`config.mk`:
```
export PLATFORM = sky130hd
export DESIGN_NAME = cip_am824_depacketizer
export DESIGN_NICKNAME = d
export VERILOG_FILES = /design/src/rtl/cip_pkg.sv /design/src/rtl/cip_ctrl.sv /design/src/rtl/cip_datapath.sv /design/src/rtl/cip_am824_depacketizer.sv
export SDC_FILE = /design/constraint.sdc
export NUM_CORES = 1
export LEC_CHECK = 0
export BUFFER_PORTS_ARGS = -buffer_cell sky130_fd_sc_hd__buf_4
export CAP_MARGIN = 30
export CORE_ASPECT_RATIO = 1.5
export CORE_MARGIN = 5
export CORE_UTILIZATION = 30
export CTS_BUF_LIST = sky130_fd_sc_hd__clkbuf_4
export DETAILED_ROUTE_END_ITERATION = 8
export HOLD_SLACK_MARGIN = 0.08
export PLACE_DENSITY_LB_ADDON = 0.1
export SLEW_MARGIN = 0
export SYNTH_ARGS = -nofsm -noshare
export SYNTH_HDL_FRONTEND = slang
export SYNTH_HIERARCHICAL = 1
export SYNTH_SLANG_ARGS = --single-unit
```
`constraint.sdc`:
```
create_clock -name clk -period 6.6 [get_ports clk]
set_input_delay 0.66 -clock clk [delete_from_list [all_inputs] [get_ports clk]]
set_output_delay 0.66 -clock clk [all_outputs]
set_load 0.05 [all_outputs]
```
`src/rtl/cip_pkg.sv`:
```
package cip_pkg;
  localparam int QUAD_W   = 32;
  localparam int SAMPLE_W = 24;
  localparam int BYTE_W   = 8;
  localparam int NODE_W   = 6;
  localparam int RATE_W   = 3;

  localparam logic [7:0] LBL_PCM   = 8'h40;
  localparam logic [7:0] LBL_MIDI1 = 8'h81;
  localparam logic [5:0] FMT_AUDIO = 6'h10;

  typedef enum logic [1:0] {
    ST_IDLE,
    ST_HDR1,
    ST_DATA,
    ST_DROP
  } cip_state_t;

  // strobes from the control to the datapath, valid in the cycle a quadlet is accepted
  typedef struct packed {
    logic              hdr0Load;
    logic              commit;
    logic              hdrErr;
    logic              loss;
    logic              midiSlot;
    logic              audioSlot;
    logic [BYTE_W-1:0] chan;
    logic [BYTE_W-1:0] port;
  } cip_strobes_t;
endpackage

```
`src/rtl/cip_ctrl.sv`:
```
module cip_ctrl
  import cip_pkg::*;
(
  input  logic              clk,
  input  logic              rstN,
  input  logic              qValid,
  input  logic              qFirst,
  input  logic              qLast,
  input  logic [QUAD_W-1:0] qData,
  output cip_strobes_t      strb
);
  cip_state_t        st;
  logic [BYTE_W-1:0] dbsR;
  logic [BYTE_W-1:0] dbcR;
  logic [BYTE_W-1:0] slot;
  logic [BYTE_W-1:0] blk;
  logic [BYTE_W-1:0] expNext;
  logic              hdr0OkR;
  logic              haveRef;

  logic hdr0Good;
  logic hdr1Good;
  logic blkEnd;
  logic inBody;

  assign hdr0Good = (qData[31:30] == 2'b00) && (qData[15:8] == 8'h00);
  assign hdr1Good = hdr0OkR && (qData[31:30] == 2'b10) && (qData[29:24] == FMT_AUDIO);
  assign blkEnd   = (slot == dbsR - 8'd1);
  assign inBody   = qValid && !qFirst;

  always_comb begin
    strb          = '0;
    strb.chan     = slot - 8'd1;
    strb.port     = dbcR + blk;
    if (qValid && qFirst) begin
      strb.hdr0Load = 1'b1;
      strb.hdrErr   = qLast;
    end else if (inBody) begin
      case (st)
        ST_HDR1: begin
          if (hdr1Good) begin
            strb.commit = 1'b1;
            strb.loss   = haveRef && (dbcR != expNext);
          end else begin
            strb.hdrErr = 1'b1;
          end
        end
        ST_DATA: begin
          if (dbsR != 8'd0) begin
            strb.midiSlot  = (slot == 8'd0);
            strb.audioSlot = (slot != 8'd0);
          end
        end
        default: ;
      endcase
    end
  end

  always_ff @(posedge clk or negedge rstN) begin
    if (!rstN) begin
      st      <= ST_IDLE;
      dbsR    <= '0;
      dbcR    <= '0;
      slot    <= '0;
      blk     <= '0;
      expNext <= '0;
      hdr0OkR <= 1'b0;
      haveRef <= 1'b0;
    end else if (qValid && qFirst) begin
      dbsR    <= qData[23:16];
      dbcR    <= qData[7:0];
      hdr0OkR <= hdr0Good;
      st      <= qLast ? ST_IDLE : ST_HDR1;
    end else if (inBody) begin
      case (st)
        ST_HDR1: begin
          if (hdr1Good) begin
            haveRef <= 1'b1;
            expNext <= dbcR;
            slot    <= '0;
            blk     <= '0;
            st      <= qLast ? ST_IDLE : ST_DATA;
          end else begin
            st      <= qLast ? ST_IDLE : ST_DROP;
          end
        end
        ST_DATA: begin
          if (dbsR != 8'd0) begin
            if (blkEnd) begin
              slot    <= '0;
              blk     <= blk + 8'd1;
              expNext <= expNext + 8'd1;
            end else begin
              slot    <= slot + 8'd1;
            end
          end
          if (qLast) st <= ST_IDLE;
        end
        ST_DROP: begin
          if (qLast) st <= ST_IDLE;
        end
        default: ;
      endcase
    end
  end

  // the slot index never reaches the block size while a body is parsed
  a_r4_slot_bound: assert property (@(posedge clk) disable iff (!rstN)
    (st == ST_DATA && dbsR != 8'd0) |-> (slot < dbsR));

  // a first-marked quadlet that does not also end the packet always leads to header parsing
  a_r8_restart: assert property (@(posedge clk) disable iff (!rstN)
    (qValid && qFirst && !qLast) |=> (st == ST_HDR1));

  // prediction restarts from the count of each accepted header
  a_r7_resync: assert property (@(posedge clk) disable iff (!rstN)
    strb.commit |=> (expNext == $past(dbcR) && haveRef));

  // a rejected header never leads into the body state
  a_r3_no_body: assert property (@(posedge clk) disable iff (!rstN)
    strb.hdrErr |=> (st != ST_DATA));
endmodule

```
`src/rtl/cip_datapath.sv`:
```
module cip_datapath
  import cip_pkg::*;
#(
  parameter int HDR_ERR_W = 8,
  parameter int PORT_W    = 3
) (
  input  logic                clk,
  input  logic                rstN,
  input  logic [QUAD_W-1:0]   qData,
  input  cip_strobes_t        strb,
  output logic [NODE_W-1:0]   srcNode,
  output logic [BYTE_W-1:0]   blkSize,
  output logic [BYTE_W-1:0]   blkCount,
  output logic [RATE_W-1:0]   rateCode,
  output logic                pcmValid,
  output logic [BYTE_W-1:0]   pcmChan,
  output logic [SAMPLE_W-1:0] pcmSample,
  output logic                labelErr,
  output logic                midiValid,
  output logic [PORT_W-1:0]   midiPort,
  output logic [BYTE_W-1:0]   midiByte,
  output logic                lossPulse,
  output logic [HDR_ERR_W-1:0] hdrErrCount
);
  logic [NODE_W-1:0] stageNode;
  logic [BYTE_W-1:0] stageDbs;
  logic [BYTE_W-1:0] stageDbc;
  logic [7:0]        label;
  logic              pcmOk;

  assign label = qData[31:24];
  assign pcmOk = (label == LBL_PCM);

  always_ff @(posedge clk or negedge rstN) begin
    if (!rstN) begin
      stageNode   <= '0;
      stageDbs    <= '0;
      stageDbc    <= '0;
      srcNode     <= '0;
      blkSize     <= '0;
      blkCount    <= '0;
      rateCode    <= '0;
      pcmValid    <= 1'b0;
      pcmChan     <= '0;
      pcmSample   <= '0;
      labelErr    <= 1'b0;
      midiValid   <= 1'b0;
      midiPort    <= '0;
      midiByte    <= '0;
      lossPulse   <= 1'b0;
      hdrErrCount <= '0;
    end else begin
      pcmValid  <= strb.audioSlot;
      labelErr  <= strb.audioSlot && !pcmOk;
      midiValid <= strb.midiSlot && (label == LBL_MIDI1);
      lossPulse <= strb.loss;
      if (strb.audioSlot) begin
        pcmChan   <= strb.chan;
        pcmSample <= pcmOk ? qData[SAMPLE_W-1:0] : '0;
      end
      if (strb.midiSlot && label == LBL_MIDI1) begin
        midiPort <= strb.port[PORT_W-1:0];
        midiByte <= qData[23:16];
      end
      if (strb.hdr0Load) begin
        stageNode <= qData[29:24];
        stageDbs  <= qData[23:16];
        stageDbc  <= qData[7:0];
      end
      if (strb.commit) begin
        srcNode  <= stageNode;
        blkSize  <= stageDbs;
        blkCount <= stageDbc;
        rateCode <= qData[18:16];
      end
      if (strb.hdrErr && hdrErrCount != '1) begin
        hdrErrCount <= hdrErrCount + 1'b1;
      end
    end
  end

  // one slot yields at most one kind of strobe
  a_r5_one_strobe: assert property (@(posedge clk) disable iff (!rstN)
    !(pcmValid && midiValid));

  // a label error only comes with a zeroed sample strobe
  a_r6_err_zero: assert property (@(posedge clk) disable iff (!rstN)
    labelErr |-> (pcmValid && pcmSample == '0));

  // the loss indication lasts a single cycle
  a_r7_loss_single: assert property (@(posedge clk) disable iff (!rstN)
    lossPulse |=> !lossPulse);

  // the error counter only ever holds or steps by one
  a_r3_cnt_step: assert property (@(posedge clk) disable iff (!rstN)
    1'b1 |=> (hdrErrCount == $past(hdrErrCount) || hdrErrCount == $past(hdrErrCount) + 1'b1));

  // published fields change only with a good header
  a_r2_hold: assert property (@(posedge clk) disable iff (!rstN)
    !strb.commit |=> $stable(blkCount) && $stable(blkSize) && $stable(srcNode));
endmodule

```
`src/rtl/cip_am824_depacketizer.sv`:
```
module cip_am824_depacketizer
  import cip_pkg::*;
#(
  parameter int HDR_ERR_W  = 8,
  parameter int MIDI_PORTS = 8,
  localparam int PORT_W    = $clog2(MIDI_PORTS)
) (
  input  logic                 clk,
  input  logic                 rstN,
  input  logic                 qValid,
  input  logic                 qFirst,
  input  logic                 qLast,
  input  logic [31:0]          qData,
  output logic [5:0]           srcNode,
  output logic [7:0]           blkSize,
  output logic [7:0]           blkCount,
  output logic [2:0]           rateCode,
  output logic                 pcmValid,
  output logic [7:0]           pcmChan,
  output logic [23:0]          pcmSample,
  output logic                 labelErr,
  output logic                 midiValid,
  output logic [PORT_W-1:0]    midiPort,
  output logic [7:0]           midiByte,
  output logic                 lossPulse,
  output logic [HDR_ERR_W-1:0] hdrErrCount
);
  cip_strobes_t strb;

  cip_ctrl uCtrl (
    .clk    (clk),
    .rstN   (rstN),
    .qValid (qValid),
    .qFirst (qFirst),
    .qLast  (qLast),
    .qData  (qData),
    .strb   (strb)
  );

  cip_datapath #(
    .HDR_ERR_W (HDR_ERR_W),
    .PORT_W    (PORT_W)
  ) uDp (
    .clk         (clk),
    .rstN        (rstN),
    .qData       (qData),
    .strb        (strb),
    .srcNode     (srcNode),
    .blkSize     (blkSize),
    .blkCount    (blkCount),
    .rateCode    (rateCode),
    .pcmValid    (pcmValid),
    .pcmChan     (pcmChan),
    .pcmSample   (pcmSample),
    .labelErr    (labelErr),
    .midiValid   (midiValid),
    .midiPort    (midiPort),
    .midiByte    (midiByte),
    .lossPulse   (lossPulse),
    .hdrErrCount (hdrErrCount)
  );
endmodule

```
Word level (Yosys, flattened, before mapping). Cells that the tools add are included.

Input bits: 37. Bits in registers: 146. Logic and storage cells: 101.

Equality and inequality tests: 14. Bitwise gates (word level): 1. Reductions and logical operators: 24. Mux-type cells: 31. Add/sub/neg operators: 7.

Operators with widths (count): $mux W8 (8); $pmux W8 S2 (3); $add A8 B1 Y8 const B (4); $mux W24 (1); $logic_not A8 Y1 (2); $mux W2 (8); $reduce_bool A8 Y1 (2); $sub A8 B1 Y8 const B (2); $logic_and A1 B1 Y1 (9); $eq A8 B7 Y1 const B (1); $eq A8 B8 Y1 (1); $eq A8 B8 Y1 const B (1); $ne A8 B8 Y1 (1); $ne A8 B8 Y1 const B (1); $mux W1 (7); $eq A2 B2 Y1 const B (3); $eq A6 B5 Y1 const B (1); $mux W3 (2); $ne A2 B1 Y1 const B (3); $reduce_and A6 Y1 (1); $mux W5 (1); $reduce_and A5 Y1 (1); $pmux W2 S2 (1); $reduce_and A4 Y1 (1); other kinds (10) (12).

Logic depth before layout (Yosys ltp).
Depth in word-level cells: 8. Gate-level depth with buffers: 11. Mapped depth without buffers: 9.

By module. The synthesis kept the hierarchy.

By module, submodules not included: cip_datapath (instances 1, area each 4086.4 µm², cells each 287); cip_ctrl (instances 1, area each 3095.5 µm², cells each 337).

Worst setup path before layout. No wires, ideal clock.

Path type: in2reg. Start point: input port qData[25]. End point: register uDp.rateCode[0]. Data required time: 6.475 ns. Data arrival time: 2.547 ns. Buffers on the path: 3. Setup slack: 3.929 ns. Stages: 8. Cell sequence: nor4_1 nand4b_1 or2_1 clkbuf_1 inv_1 clkbuf_1 clkbuf_1 mux2_2.

RTL lines: start: declaration (RTL line cip_am824_depacketizer.sv:13) `input logic [31:0] qData,`; end signal: assignment (RTL line cip_datapath.sv:74) `rateCode <= qData[18:16];`; end: declaration (RTL line cip_datapath.sv:14) `output logic [RATE_W-1:0] rateCode,`.

Worst setup path after layout.
Start point: register uCtrl.st[0]. End point: register uCtrl.expNext[5].

Longest elaborated chain between the ends: 3. Elaborated cells between the ends (all ways): 8. Those cells by class: eq/ne (5); mux (1); reduce/logical (2).

Ends and longest elaborated chain: start: declaration (RTL line cip_ctrl.sv:12) `cip_state_t st;`; start signal: assignment (RTL line cip_ctrl.sv:73) `st <= qLast ? ST_IDLE : ST_HDR1;`; start signal: assignment (RTL line cip_ctrl.sv:82) `st <= qLast ? ST_IDLE : ST_DATA;`; start signal: assignment (RTL line cip_ctrl.sv:84) `st <= qLast ? ST_IDLE : ST_DROP;`; $eq A2 B2 Y1 / $eq A2 B1 Y1 (equally long branches) (RTL line cip_ctrl.sv:75) `case (st)`; $ne A2 B1 Y1 (no source line) / $reduce_bool A2 Y1 (equally long branches); $reduce_and A6 Y1 (no source line); end signal: assignment (RTL line cip_ctrl.sv:79) `expNext <= dbcR;`; end signal: assignment (RTL line cip_ctrl.sv:92) `expNext <= expNext + 8'd1;`; end: declaration (RTL line cip_ctrl.sv:17) `logic [BYTE_W-1:0] expNext;`.

Parallel ways exist; a longest one is shown, timed or not. A chain may end at the register's enable or synchronous reset.

==> summary.md <==
| Metric | Value |
|---|---|
| Outcome | `finished clean` |
| Num CTS Buffers | `17` |
| Hold path depth | `2` |
| # rows | `67` |
| Post-Synthesis Cell Area | `approximately 6700 um^2` |
| Initial core utilization | `30.3%` |
| Total die area | `25600 um^2` |
| Routed Wire Length | `approximately 18000 um` |
| Initial DRT Pass Iterations | `4` |
| Synth Net Count | `approximately 620` |
| Die Wd | `~130 um` |
| Clk sinks | `roughly 140` |
| Tightest Hold Check Type | `input port to flop` |
| # nets final | `around 740` |
| Leak pwr | `3.75 nW` |
| Post-route ant nets | `0` |
| Fill cell count | `about 2200` |
| Area occupied by multi-input gates | `about 2900 um^2` |
| Via count | `about 4700` |
| Unrepaired setup endpoints after global routing | `false` |
| Crit-path max cell delay | `0.67 ns` |
| Crit path to | `uCtrl/expNext[5]` |
| Number of gates resized after CTS | `0` |
| Critical Path AT | `~3.9 ns` |
| HPWL after DPL | `~13000 um` |
| Tcrit/Tclk final | `51.8%` |
| FF-to-FF End | `uCtrl/expNext[5]` |
| Number of global-route vias before repair | `a little over 5000` |
| Type of destination of the critical path | `flop` |
| Max Cap Violations | `0` |
| R2r worst-path depth | `8` |
| Final-report hold violation count | `0` |
| Clock root cell | `clkbuf_4` |
| Initial antenna violation count | `1` |
| Fmax | `293 MHz` |
| Worst slew margin | `a little under half` |
| Worst Max-Slew Pin Slew | `0.794 ns` |
| Reg-to-reg startpoint | `uCtrl/st[0]` |
| Setup CP Type | `flop to flop` |
| WP data required | `approximately 7 ns` |
| Port Buffers | `116` |
| Final Max Tran Viols | `0` |
| Crit path launch | `uCtrl/st[0]` |
| IO Count | `roughly 120` |
| Gpl congestion | `around 0.78` |
| GRT Total Usage | `between 10% and 20%` |
| Per-cell routed wire length | `18.1 um` |
| Largest net degree at the start of global routing | `between 70 and 80` |
| Clock Latency Late Sink | `about 0.56 ns` |
| Syn Area/Cell | `roughly 12 um^2` |
| Slowest CP cell | `ha_1` |
| First-pass GRT wire length | `28600 um` |
| Ys Warns | `6` |
| Worst R2R Setup Slack | `3.18 ns` |
| Sum Neg Setup Slack | `0 ns` |
| FF+latch area | `3530 um^2` |
| GRT Residual Overflow | `0` |
| Hold slack | `about 0.33 ns` |
| Cells after synthesis | `between 500 and 600` |
| # hold bufs at CTS | `1` |
| Vias per cell | `slightly below 5` |
| Area grow syn2layout | `22.3%` |
| Worst-path clk slew | `roughly 0.12 ns` |
| Most common library cell in the layout ignoring fill and taps | `dfrtp_1` |
| Crit-path cells | `inv_1 -> ha_1 -> clkinv_1 -> mux2_2 -> nor2_1 -> nand3_2 -> or4_1 -> nand3_1` |
| Commonest cells after routing, fill and taps aside | `dfrtp_1, buf_4, mux2_2` |
| TritonCTS clock tree | `done` |
| Die Ht | `just under 200 um` |
| # setup viols final | `0` |
| Maximum vdd drop | `0.000205 V` |
| Detailed-route DRC error count | `0` |
| Critical path fanouts, max | `23` |
| DR iter-0 viols | `about 250` |
| Max Root-Sink Buffers | `2` |
| CTS H-tree depth | `4` |
| PwrDens | `366 nW/um^2` |
| Layout cells sized above 1 | `38.2%` |
| Clock skew | `roughly 0.023 ns` |
| Core area | `about 22000 um^2` |
| CP Launch Type | `flop` |
| Final min period | `3.42 ns` |
| Post-CTS Setup Bufs | `0` |
## through the flow
step           power (mW)  setup WS [ns]  util [%]  cells  instance area, um^2
5_1_grt              3.19           2.86      37.1    974                 8240
2_1_floorplan        1.97           3.93         -    573                 6740
3_5_place_dp         2.34           3.22      35.3    939                 7840
4_1_cts              3.07           3.18      36.9    972                 8210
6_report             3.02           3.18      37.1    974                 8240
3_3_place_gp         2.32           3.34      35.3    939                 7840
## critical path, delay by kind of cell, from the launching register on
family / cells / cell delay, ns
simple gates: 4 / 1.30
mux: 1 / 0.39
fa+ha+maj: 1 / 0.67
flops: 1 / 0.43
buf+inv: 2 / 0.57
## metal layers
| metal | global-route usage (%) | up-vias | share of wire [%] |
|---|---|---|---|
| li1 | - | 2249 | - |
| met1 | 17.5 | 2385 | 43 |
| met3 | 3.87 | 14 | 4.8 |
| met2 | 23.5 | 94 | 51 |
| met5 | 0 | - | 0 |
| met4 | 4.11 | 0 | 1.3 |
## flip-flops by register name, indices dropped and copies added (netlist names), 2 cells and up
| signal | cells |
|---|---|
| uDp/blkSize | 8 |
| uDp/midiPort | 3 |
| uDp/stageNode | 6 |
| uDp/pcmChan | 8 |
| uCtrl/expNext | 8 |
| uCtrl/blk | 3 |
| uDp/rateCode | 3 |
| uCtrl/st | 2 |
| uDp/blkCount | 8 |
| uDp/stageDbc | 8 |
| uCtrl/slot | 8 |
| uDp/stageDbs | 8 |
| uDp/srcNode | 6 |
| uDp/pcmSample | 24 |
| uDp/hdrErrCount | 8 |
| uCtrl/dbcR | 8 |
| uDp/midiByte | 8 |
| uCtrl/dbsR | 8 |
## power by group
part           internal, mW  switching [mW]
clock                 0.381           0.321
combinational         0.406           0.740
sequential             1.03           0.141
total                  1.81            1.20
## how the worst min path moves through the flow
stage | startpoint | endpoint | slack (ns)
global route | qLast | uCtrl/st[0] | 0.27
detailed placement | uDp/stageDbs[3] | uDp/stageDbs[3] | 0.49
CTS | qLast | uCtrl/st[0] | 0.27
finish | qLast | uCtrl/st[0] | 0.33
floorplan | rstN | uCtrl/blk[0] | 0.36
global placement | uDp/stageDbs[3] | uDp/blkSize[3] | 0.48
## final cells by class
type	count	share of cell area, %
Clock inverter	13	2.67
Sequential cell	141	42.8
Inverter	44	2.00
Clock buffer	19	1.73
Multi-Input combinational cell	357	35.0
Tap cell	276	4.19
Timing Repair Buffer	123	11.5
Antenna cell	1	0.0304
Power figures use the tool's default switching activity.
